<file path="config.mk">
export PLATFORM = sky130hd
export DESIGN_NAME = rom_rd_port
export DESIGN_NICKNAME = d
export VERILOG_FILES = /design/src/rtl/rom_rd_port_pkg.sv /design/src/rtl/rom_rd_ctrl.sv /design/src/rtl/rom_rd_data.sv /design/src/rtl/rom_rd_port.sv
export SDC_FILE = /design/constraint.sdc
export NUM_CORES = 1
export LEC_CHECK = 0
export BUFFER_PORTS_ARGS = -buffer_cell sky130_fd_sc_hd__buf_4
export CAP_MARGIN = 20
export CORE_ASPECT_RATIO = 1.5
export CORE_MARGIN = 2
export CORE_UTILIZATION = 24
export DETAILED_ROUTE_END_ITERATION = 16
export PLACE_DENSITY = 0.43
export SYNTH_ARGS = -nofsm -noshare
export SYNTH_HDL_FRONTEND = slang
export SYNTH_SLANG_ARGS = --single-unit
export TNS_END_PERCENT = 10
</file>
<file path="constraint.sdc">
create_clock -name clk -period 1.5 [get_ports clk]
set_input_delay 0.225 -clock clk [delete_from_list [all_inputs] [get_ports clk]]
set_output_delay 0.225 -clock clk [all_outputs]
set_load 0.05 [all_outputs]
</file>
<file path="src/rtl/rom_rd_port_pkg.sv">
package rom_rd_port_pkg;

  localparam logic [15:0] MAKER_CODE  = 16'h00C2;
  localparam logic [15:0] DEVICE_CODE = 16'hB800;
  localparam logic [15:0] ERASED_WORD = 16'hFFFF;

  typedef struct packed {
    logic drive;     // both enables active
    logic byteLane;  // narrow bus
    logic pickHigh;  // upper half onto low lane
    logic useId;     // identify readout
    logic idBad;     // identify with nonzero upper address
  } portStrobeT;

  function automatic logic [15:0] initWord(input int unsigned k, input int unsigned progWords);
    logic [7:0] lo8;
    lo8 = 8'(k);
    if (k < progWords) return {lo8 ^ 8'hA5, lo8 + 8'h3C};
    return ERASED_WORD;
  endfunction

endpackage

</file>
<file path="src/rtl/rom_rd_ctrl.sv">
module rom_rd_ctrl
  import rom_rd_port_pkg::*;
#(
  parameter int ADDR_W = 8
) (
  input  logic              selN,
  input  logic              readN,
  input  logic              byteMode,
  input  logic              lowAddr,
  input  logic              idStrobe,
  input  logic [ADDR_W-1:0] addr,
  output portStrobeT        strobe
);

  logic upperNonZero;

  always_comb begin
    upperNonZero    = |addr[ADDR_W-1:1];
    strobe.drive    = !selN && !readN;
    strobe.byteLane = byteMode;
    strobe.pickHigh = byteMode && lowAddr;
    strobe.useId    = idStrobe;
    strobe.idBad    = idStrobe && upperNonZero;
  end

endmodule

</file>
<file path="src/rtl/rom_rd_data.sv">
module rom_rd_data
  import rom_rd_port_pkg::*;
#(
  parameter int ADDR_W     = 8,
  parameter int PROG_WORDS = 192
) (
  input  logic              clk,
  input  logic              rstN,
  input  portStrobeT        strobe,
  input  logic [ADDR_W-1:0] addr,
  output logic [15:0]       dataOut,
  output logic [1:0]        laneOe,
  output logic              idErr
);

  localparam int DEPTH = 1 << ADDR_W;

  logic [15:0] romWord [DEPTH];
  logic [15:0] pickedWord;
  logic [15:0] nextData;
  logic [1:0]  nextOe;
  logic        nextErr;

  for (genvar i = 0; i < DEPTH; i++) begin : g_rom
    assign romWord[i] = initWord(i, PROG_WORDS);
  end

  always_comb begin
    if (!strobe.useId)     pickedWord = romWord[addr];
    else if (strobe.idBad) pickedWord = '0;
    else if (addr[0])      pickedWord = DEVICE_CODE;
    else                   pickedWord = MAKER_CODE;

    nextData = '0;
    nextOe   = 2'b00;
    nextErr  = 1'b0;
    if (strobe.drive) begin
      nextErr = strobe.idBad;
      if (strobe.byteLane) begin
        nextOe   = 2'b01;
        nextData = {8'h00, strobe.pickHigh ? pickedWord[15:8] : pickedWord[7:0]};
      end else begin
        nextOe   = 2'b11;
        nextData = pickedWord;
      end
    end
  end

  always_ff @(posedge clk) begin
    if (!rstN) begin
      dataOut <= '0;
      laneOe  <= 2'b00;
      idErr   <= 1'b0;
    end else begin
      dataOut <= nextData;
      laneOe  <= nextOe;
      idErr   <= nextErr;
    end
  end

  AST_UPPER_LANE_QUIET: assert property (@(posedge clk) disable iff (!rstN)
    (laneOe == 2'b01) |-> (dataOut[15:8] == 8'h00));

  AST_ERR_ZERO_DATA: assert property (@(posedge clk) disable iff (!rstN)
    idErr |-> (dataOut == 16'h0000));

endmodule

</file>
<file path="src/rtl/rom_rd_port.sv">
module rom_rd_port
  import rom_rd_port_pkg::*;
#(
  parameter int ADDR_W     = 8,
  parameter int PROG_WORDS = 192
) (
  input  logic              clk,
  input  logic              rstN,
  input  logic              selN,
  input  logic              readN,
  input  logic              byteMode,
  input  logic              lowAddr,
  input  logic              idStrobe,
  input  logic [ADDR_W-1:0] addr,
  output logic [15:0]       dataOut,
  output logic [1:0]        laneOe,
  output logic              idErr
);

  portStrobeT strobe;

  rom_rd_ctrl #(.ADDR_W(ADDR_W)) u_ctrl (
    .selN(selN), .readN(readN), .byteMode(byteMode), .lowAddr(lowAddr),
    .idStrobe(idStrobe), .addr(addr), .strobe(strobe)
  );

  rom_rd_data #(.ADDR_W(ADDR_W), .PROG_WORDS(PROG_WORDS)) u_data (
    .clk(clk), .rstN(rstN), .strobe(strobe), .addr(addr),
    .dataOut(dataOut), .laneOe(laneOe), .idErr(idErr)
  );

  AST_DESELECT_HIZ: assert property (@(posedge clk) disable iff (!rstN)
    $past(selN) |-> (laneOe == 2'b00 && dataOut == 16'h0000 && !idErr));

  AST_OUTPUT_DISABLE: assert property (@(posedge clk) disable iff (!rstN)
    ($past(!selN) && $past(readN)) |-> (laneOe == 2'b00 && !idErr));

  AST_WIDE_BOTH_LANES: assert property (@(posedge clk) disable iff (!rstN)
    ($past(!selN && !readN && !byteMode)) |-> (laneOe == 2'b11));

  AST_NARROW_LOW_LANE: assert property (@(posedge clk) disable iff (!rstN)
    ($past(!selN && !readN && byteMode)) |-> (laneOe == 2'b01));

  AST_ERR_ONLY_ID: assert property (@(posedge clk) disable iff (!rstN)
    idErr |-> $past(idStrobe && !selN && !readN));

endmodule

</file>
==> results of run 1 <==
[worst max-delay path, cell delays in order]
cell and delay (ns):
buf_4 0.08, inv_1 0.07, ha_1 0.22, and2b_1 0.17
or3_1 0.30, a21oi_1 0.14, o21ai_1 0.07
[power groups by stage]
stage          Sequential (mW)  Combinational (mW)  Clock (mW)
6_report                 0.517               0.178       0.343
5_1_grt                  0.517               0.194       0.385
4_1_cts                  0.517               0.179       0.364
3_5_place_dp             0.529               0.177           0
3_3_place_gp             0.529               0.178           0
2_1_floorplan            0.565              0.0680           0
[final timing paths]
| kind | start | endpoint | slack (ns) | depth (start not counted) |
|---|---|---|---|---|
| min | byteMode | u_data.dataOut[10] | 0.15 | 2 |
| max | addr[3] | u_data.dataOut[5] | 0.37 | 7 |
[sequential cells by signal, summed over array words and instances, names as in the netlist]
name,flops
u_data.dataOut,16
u_data.laneOe,2
u_data.idErr,1
[layout make-up]
type	instances	area share [%]
tap	40	4.40
inverter	7	2.31
timing repair buffer	34	22.4
multi-input combinational	58	33.4
clock buffer	4	3.96
sequential	19	33.4
[metrics by stage]
step	cells	worst slack (ns)	total power, mW	utilization [%]
global placement	158	0.131	0.707	34.2
finish	162	0.374	1.04	35.6
CTS	162	0.377	1.06	35.6
global route	162	0.239	1.10	35.6
detailed placement	158	0.105	0.706	34.2
floorplan	88	0.283	0.633	-
[cell usage in the layout (no fill, tap or decap), types with 2 or more instances in the layout]
| master | n |
|---|---|
| buf_4 | 34 |
| dfxtp_1 | 19 |
| nor2_1 | 9 |
| a21oi_1 | 9 |
| inv_1 | 7 |
| nand2_1 | 5 |
| o21ai_0 | 3 |
| clkbuf_8 | 3 |
| nand2b_1 | 2 |
| o21bai_1 | 2 |
| nor3_1 | 2 |
| and3_1 | 2 |
| and2b_1 | 2 |
| nand3_1 | 2 |
| a21o_1 | 2 |
| a311oi_1 | 2 |
| ha_1 | 2 |
[per-layer routing]
| metal | wire length [um] | vias up | GRT usage, % |
|---|---|---|---|
| li1 | - | 371 | - |
| met1 | 795 | 344 | 13.0 |
| met5 | 0 | - | 0 |
| met2 | 1080 | 22 | 19.9 |
| met4 | 71 | 0 | 9.94 |
| met3 | 81 | 6 | 1.76 |
[kinds of logic (layout without fill, tap and decap cells)]
family / count (synthesis) / count (layout)
fa+ha+maj: 2 / 2
compound gates: 25 / 25
buf+inv: 11 / 45
xor+xnor: 1 / 1
flops: 19 / 19
simple gates: 29 / 29
mux: 1 / 1
==> run_results.csv, run 1 <==
group,metric,value,unit
logic_synthesis,syn_nets,105,
sta,max_freq,888,MHz
die,fp.dieW,51.5,um
logic_synthesis,ys_seq_elements,19,
logic_synthesis,synth_top_area_share,46.8,%
worst_setup_path,cp.required,1.64,ns
sta,tns,0,ns
cells_and_area,finish.instance_area,1140,um^2
clock_network,cts_made_buffers,3,
die,start_util,25.5,%
clock_network,cts.path.max_buffers,2,
clock_network,cts.clk_slew.worst_paths,0.06,ns
worst_setup_path,cp-start-kind,"input pin",
die,die_y,75.3,um
drt,drt_iter0_markers,8,
logic_synthesis,synth_mux_area_share,1.23,%
power_and_ir_drop,internal_power,0.773,mW
cells_and_area,multi_input_area,380,um^2
logic_synthesis,synth_edf_count,0,
power_and_ir_drop,p_per_area,913,nW/um^2
clock_network,cts_resized,0,
grt,track_usage,11.8,%
worst_setup_path,crit_path_end_kind,"flip-flop",
sta,report.final.slew_viol_count,0,
logic_synthesis,synth_flop_cell,"dfxtp_1",
logic_synthesis,synthTopCellsByCount,"dfxtp_1, a21oi_1, nor2_1",
sta,setup_violations,0,
sta,worstMarginPinSlew,0.374,ns
logic_synthesis,synthAdderAreaFrac,3.08,%
cells_and_area,drive_gt1_share,33.6,%
clock_network,cts_tree,"yes",
logic_synthesis,postSynthAreaPerCell,9.24,um^2
cells_and_area,synthToLayoutAreaGrowth,39.8,%
die,ios,34,
power_and_ir_drop,p_switching,0.265,mW
worst_setup_path,crit_type,"input pin to flip-flop",
place,gp_congestion,0.859,
clock_network,cts_hold_buf,0,
run,cap_violations,0,
grt,grt_pass1_vias,738,
sta,min_period_over_period,75.1,%
place,place_area,1090,um^2
power_and_ir_drop,swShare,25.6,%
power_and_ir_drop,vdd_drop_max,311,uV
grt,overflow,0,
sta,fin_crit,1.13,ns
die,core_region_area,3190,um^2
grt,antenna_found_initial,0,
cells_and_area,fin_nets,140,
run_status,status,"finished clean",
logic_synthesis,yosysMostFrequentCell,"dfxtp_1",
grt,grt_max_degree,17,
die,die_area,3880,um^2
hold_path,hp-class,"input pin to flip-flop",
clock_network,root_buffer,"clkbuf_8",
power_and_ir_drop,seqPwrFrac,49.8,%
cells_and_area,fillers,367,
logic_synthesis,synth-compound-area-share,23.2,%
worst_setup_path,critical_path_peak_fanout,4,
power_and_ir_drop,p_leak,0.538,nW
place,dp_hpwl,1640,um
grt,grt_pass1_wl,3400,um
logic_synthesis,synthesis.instances,88,
logic_synthesis,ys_types,32,
worst_setup_path,cp.arrival,1.27,ns
logic_synthesis,synth-simple-area-share,18.2,%
drt,vias,743,
logic_synthesis,yosysSeqAreaShare,46.8,%
cells_and_area,antenna_cells,0,
sta,grt_setup_unrepaired,"no",
logic_synthesis,syn_area,813,um^2
cells_and_area,regArea,380,um^2
sta,finalHoldViolCount,0,
logic_synthesis,yosys-top-cells-area,"dfxtp_1, a21oi_1, nor2_1, inv_1, ha_1",
drt,detail-route-antenna-nets,0,
sta,max_slew_margin,75.0,%
power_and_ir_drop,combPwrFrac,17.1,%
logic_synthesis,yosys_warnings,0,
drt,wl_per_cell,12.5,um
clock_network,cts.sinks,19,
drt,routed_wl,2030,um
drt,avgViaCountPerCell,4.59,
drt,first_pass_iters,4,
sta,timing.hold.ws,0.153,ns
clock_network,h-tree-depth,1,
clock_network,post-cts-setup-buffer-count,0,
die,row_count,25,
logic_synthesis,synthArstFlopShare,0,%
logic_synthesis,synth-xor-area-share,1.08,%
logic_synthesis,netlist.top_cell.by_area,"dfxtp_1",
logic_synthesis,synth_top_family_by_area,"compound AO/OA/AOI/OAI gates",
drt,drc,0,
place,port_buffers,33,
power_and_ir_drop,power_frac_clock,33.1,%
No activity file was read; power rests on OpenSTA's default activity.
==> run 2: changes to the inputs <==
--- a/config.mk
+++ b/config.mk
@@ -5,13 +5,14 @@
 export SDC_FILE = /design/constraint.sdc
 export NUM_CORES = 1
 export LEC_CHECK = 0
+export ABC_AREA = 1
 export BUFFER_PORTS_ARGS = -buffer_cell sky130_fd_sc_hd__buf_4
 export CAP_MARGIN = 20
 export CORE_ASPECT_RATIO = 1.5
 export CORE_MARGIN = 2
 export CORE_UTILIZATION = 24
 export DETAILED_ROUTE_END_ITERATION = 16
-export PLACE_DENSITY = 0.43
+export PLACE_DENSITY = 0.44
 export SYNTH_ARGS = -nofsm -noshare
 export SYNTH_HDL_FRONTEND = slang
 export SYNTH_SLANG_ARGS = --single-unit
==> constraint.sdc (replaced) <==
create_clock -name clk -period 0.9 [get_ports clk]
set_input_delay 0.135 -clock clk [delete_from_list [all_inputs] [get_ports clk]]
set_output_delay 0.135 -clock clk [all_outputs]
set_load 0.05 [all_outputs]
==> run_results.csv, run 2 <==
group,metric,value,unit
clock_network,h-tree-depth,1,
worst_setup_path,path_cells,"buf_6",
cells_and_area,fin_nets,179,
grt,grt_max_degree,11,
cells_and_area,synthToLayoutAreaGrowth,63.8,%
grt,grt_pass1_wl,3680,um
logic_synthesis,synthesis.instances,108,
worst_setup_path,critical_path_peak_fanout,1,
worst_setup_path,crit_type,"flip-flop to output pin",
logic_synthesis,yosys_warnings,0,
cells_and_area,antenna_cells,0,
worst_setup_path,critical_path_cell_count,1,
logic_synthesis,ys_seq_elements,19,
logic_synthesis,synth-xor-area-share,0,%
die,die_area,4070,um^2
logic_synthesis,yosys-top-cells-area,"dfxtp_1, nand2_1, a21oi_1, nor2_1, o21ai_1",
die,ios,34,
clock_network,cts.path.max_buffers,2,
worst_setup_path,crit_path_end_kind,"output pin",
worst_setup_path,critPathBufInv,1,
drt,first_pass_iters,4,
worst_setup_path,crit_slowest_cell,"dfxtp_2",
hold_path,min_path_cells,3,
logic_synthesis,synth_top_family_by_area,"simple AND/OR/NAND/NOR gates",
sta,setup_violations,0,
logic_synthesis,postSynthAreaPerCell,7.94,um^2
drt,avgViaCountPerCell,4.19,
logic_synthesis,netlist.top_cell.by_area,"dfxtp_1",
cells_and_area,finish.instance_area,1400,um^2
place,dpl.cell_count,199,
place,gp_congestion,0.829,
logic_synthesis,yosysMostFrequentCell,"dfxtp_1",
sta,max_freq,1140,MHz
logic_synthesis,synth_edf_count,0,
cells_and_area,stdcell_count,203,
die,row_count,26,
die,fp.dieW,52.8,um
logic_synthesis,synthAdderAreaFrac,2.92,%
grt,track_usage,12.4,%
place,place_area,1280,um^2
sta,report.final.slew_viol_count,0,
worst_setup_path,cp_top_family,"flip-flops",
drt,drc,0,
place,port_buffers,33,
logic_synthesis,syn_nets,125,
grt,grt_pass1_vias,847,
die,core_region_area,3420,um^2
clock_network,cts_made_buffers,3,
sta,max_slew_margin,82.7,%
run_status,status,"finished clean",
clock_network,cts.sinks,19,
worst_setup_path,cp-start-kind,"flip-flop",
clock_network,cts_hold_buf,0,
cells_and_area,drive_gt1_share,50.9,%
sta,worstMarginPinSlew,0.257,ns
power_and_ir_drop,p_per_area,1300,nW/um^2
logic_synthesis,synth_flop_cell,"dfxtp_1",
grt,antenna_found_initial,0,
hold_path,hp-class,"input pin to flip-flop",
worst_setup_path,cp_slowest_stage_delay,0.34,ns
drt,detail-route-antenna-nets,0,
logic_synthesis,synthTopCellsByCount,"dfxtp_1, nand2_1, a21oi_1, nor2_1, inv_2",
logic_synthesis,synth_mux_area_share,0,%
logic_synthesis,synth-compound-area-share,13.3,%
clock_network,root_buffer,"clkbuf_8",
clock_network,cts.clk_slew.worst_paths,0.07,ns
die,start_util,25.1,%
power_and_ir_drop,vdd_drop_max,627,uV
cells_and_area,utilization,41.1,%
sta,fin_crit,0.876,ns
worst_setup_path,cp.arrival,0.74,ns
sta,finalHoldViolCount,0,
sta,min_period_over_period,97.4,%
die,die_y,77.2,um
run,cap_violations,0,
drt,drt_iter0_markers,32,
power_and_ir_drop,p_leak,0.675,nW
drt,wl_per_cell,11.1,um
cells_and_area,final_cell_mix,"buf_4, nand2_1, buf_6, dfxtp_1",
cells_and_area,regMostFlops,"u_data.dataOut",
clock_network,cts_tree,"yes",
drt,routed_wl,2250,um
cells_and_area,final_common_cell,"buf_4",
grt,overflow,0,
cells_and_area,reg_top3,"u_data.dataOut: 16 flops, u_data.laneOe: 2 flops, u_data.idErr: 1 flops",
logic_synthesis,synth_top_area_share,44.4,%
cells_and_area,largest_register_ffs,16,
place,dp_hpwl,1890,um
logic_synthesis,syn_area,857,um^2
logic_synthesis,ys_types,22,
sta,timing.hold.ws,0.142,ns
logic_synthesis,synthArstFlopShare,0,%
drt,vias,850,
logic_synthesis,synth-simple-area-share,32.6,%
logic_synthesis,yosysSeqAreaShare,44.4,%
worst_setup_path,cp.required,0.76,ns
## run 2: cell count changes in the layout (fill, tap and decap cells not counted), moves of 3 or more
cell,delta
buf_6,+16
dfxtp_1,-3
dfxtp_2,+3
inv_1,-3
inv_2,+10
nand2_1,+13
nand2_2,+5
nand3_1,+4
o21ai_1,+7
## run 2: cell families after synthesis
| kind of cell | after synthesis |
|---|---|
| fa+ha+maj | 2 |
| compound gates | 22 |
| buf+inv | 15 |
| flops | 19 |
| simple gates | 50 |
## run 2: through the flow
stage	power (mW)	setup TNS [ns]	setup WS, ns
finish	1.83	0	0.0236
floorplan	1.08	0	0.00959
global placement	1.26	-0.791	-0.189
CTS	1.84	0	0.00406
global route	1.93	-0.00114	-0.00114
detailed placement	1.26	-1.08	-0.209
## run 2: power by group
group	switching (mW)	leakage (nW)	internal, mW
Sequential	0.00711	0.155	0.859
Combinational	0.226	0.496	0.166
Clock	0.258	0.0228	0.314
## run 2: final cells by class
cell class                      instances  area, um^2
Clock buffer                            4        45.0
Inverter                               15        58.8
Sequential cell                        19         384
Fill cell                             358        2010
Timing Repair Buffer                   49         428
Multi-Input combinational cell         74         435
Tap cell                               42        52.6
## run 2: per-layer routing
metal,global-route usage [%],wire length (um),vias up
li1,-,-,454
met1,13.7,922,373
met2,22.0,1210,21
met3,1.17,75,2
met4,6.92,40,0
met5,0,0,-
## run 2: timing repair
item,in CTS,in global routing
pin swaps,0,1
setup buffers,0,0
setup endpoints to repair,3,16
resized for setup,4,20
## run 2: path summary, 6_finish.rpt
path / startpoint / end / slack, ns
setup / recovery: u_data.dataOut[6] / dataOut[6] / 0.02
hold / removal: byteMode / u_data.laneOe[1] / 0.14
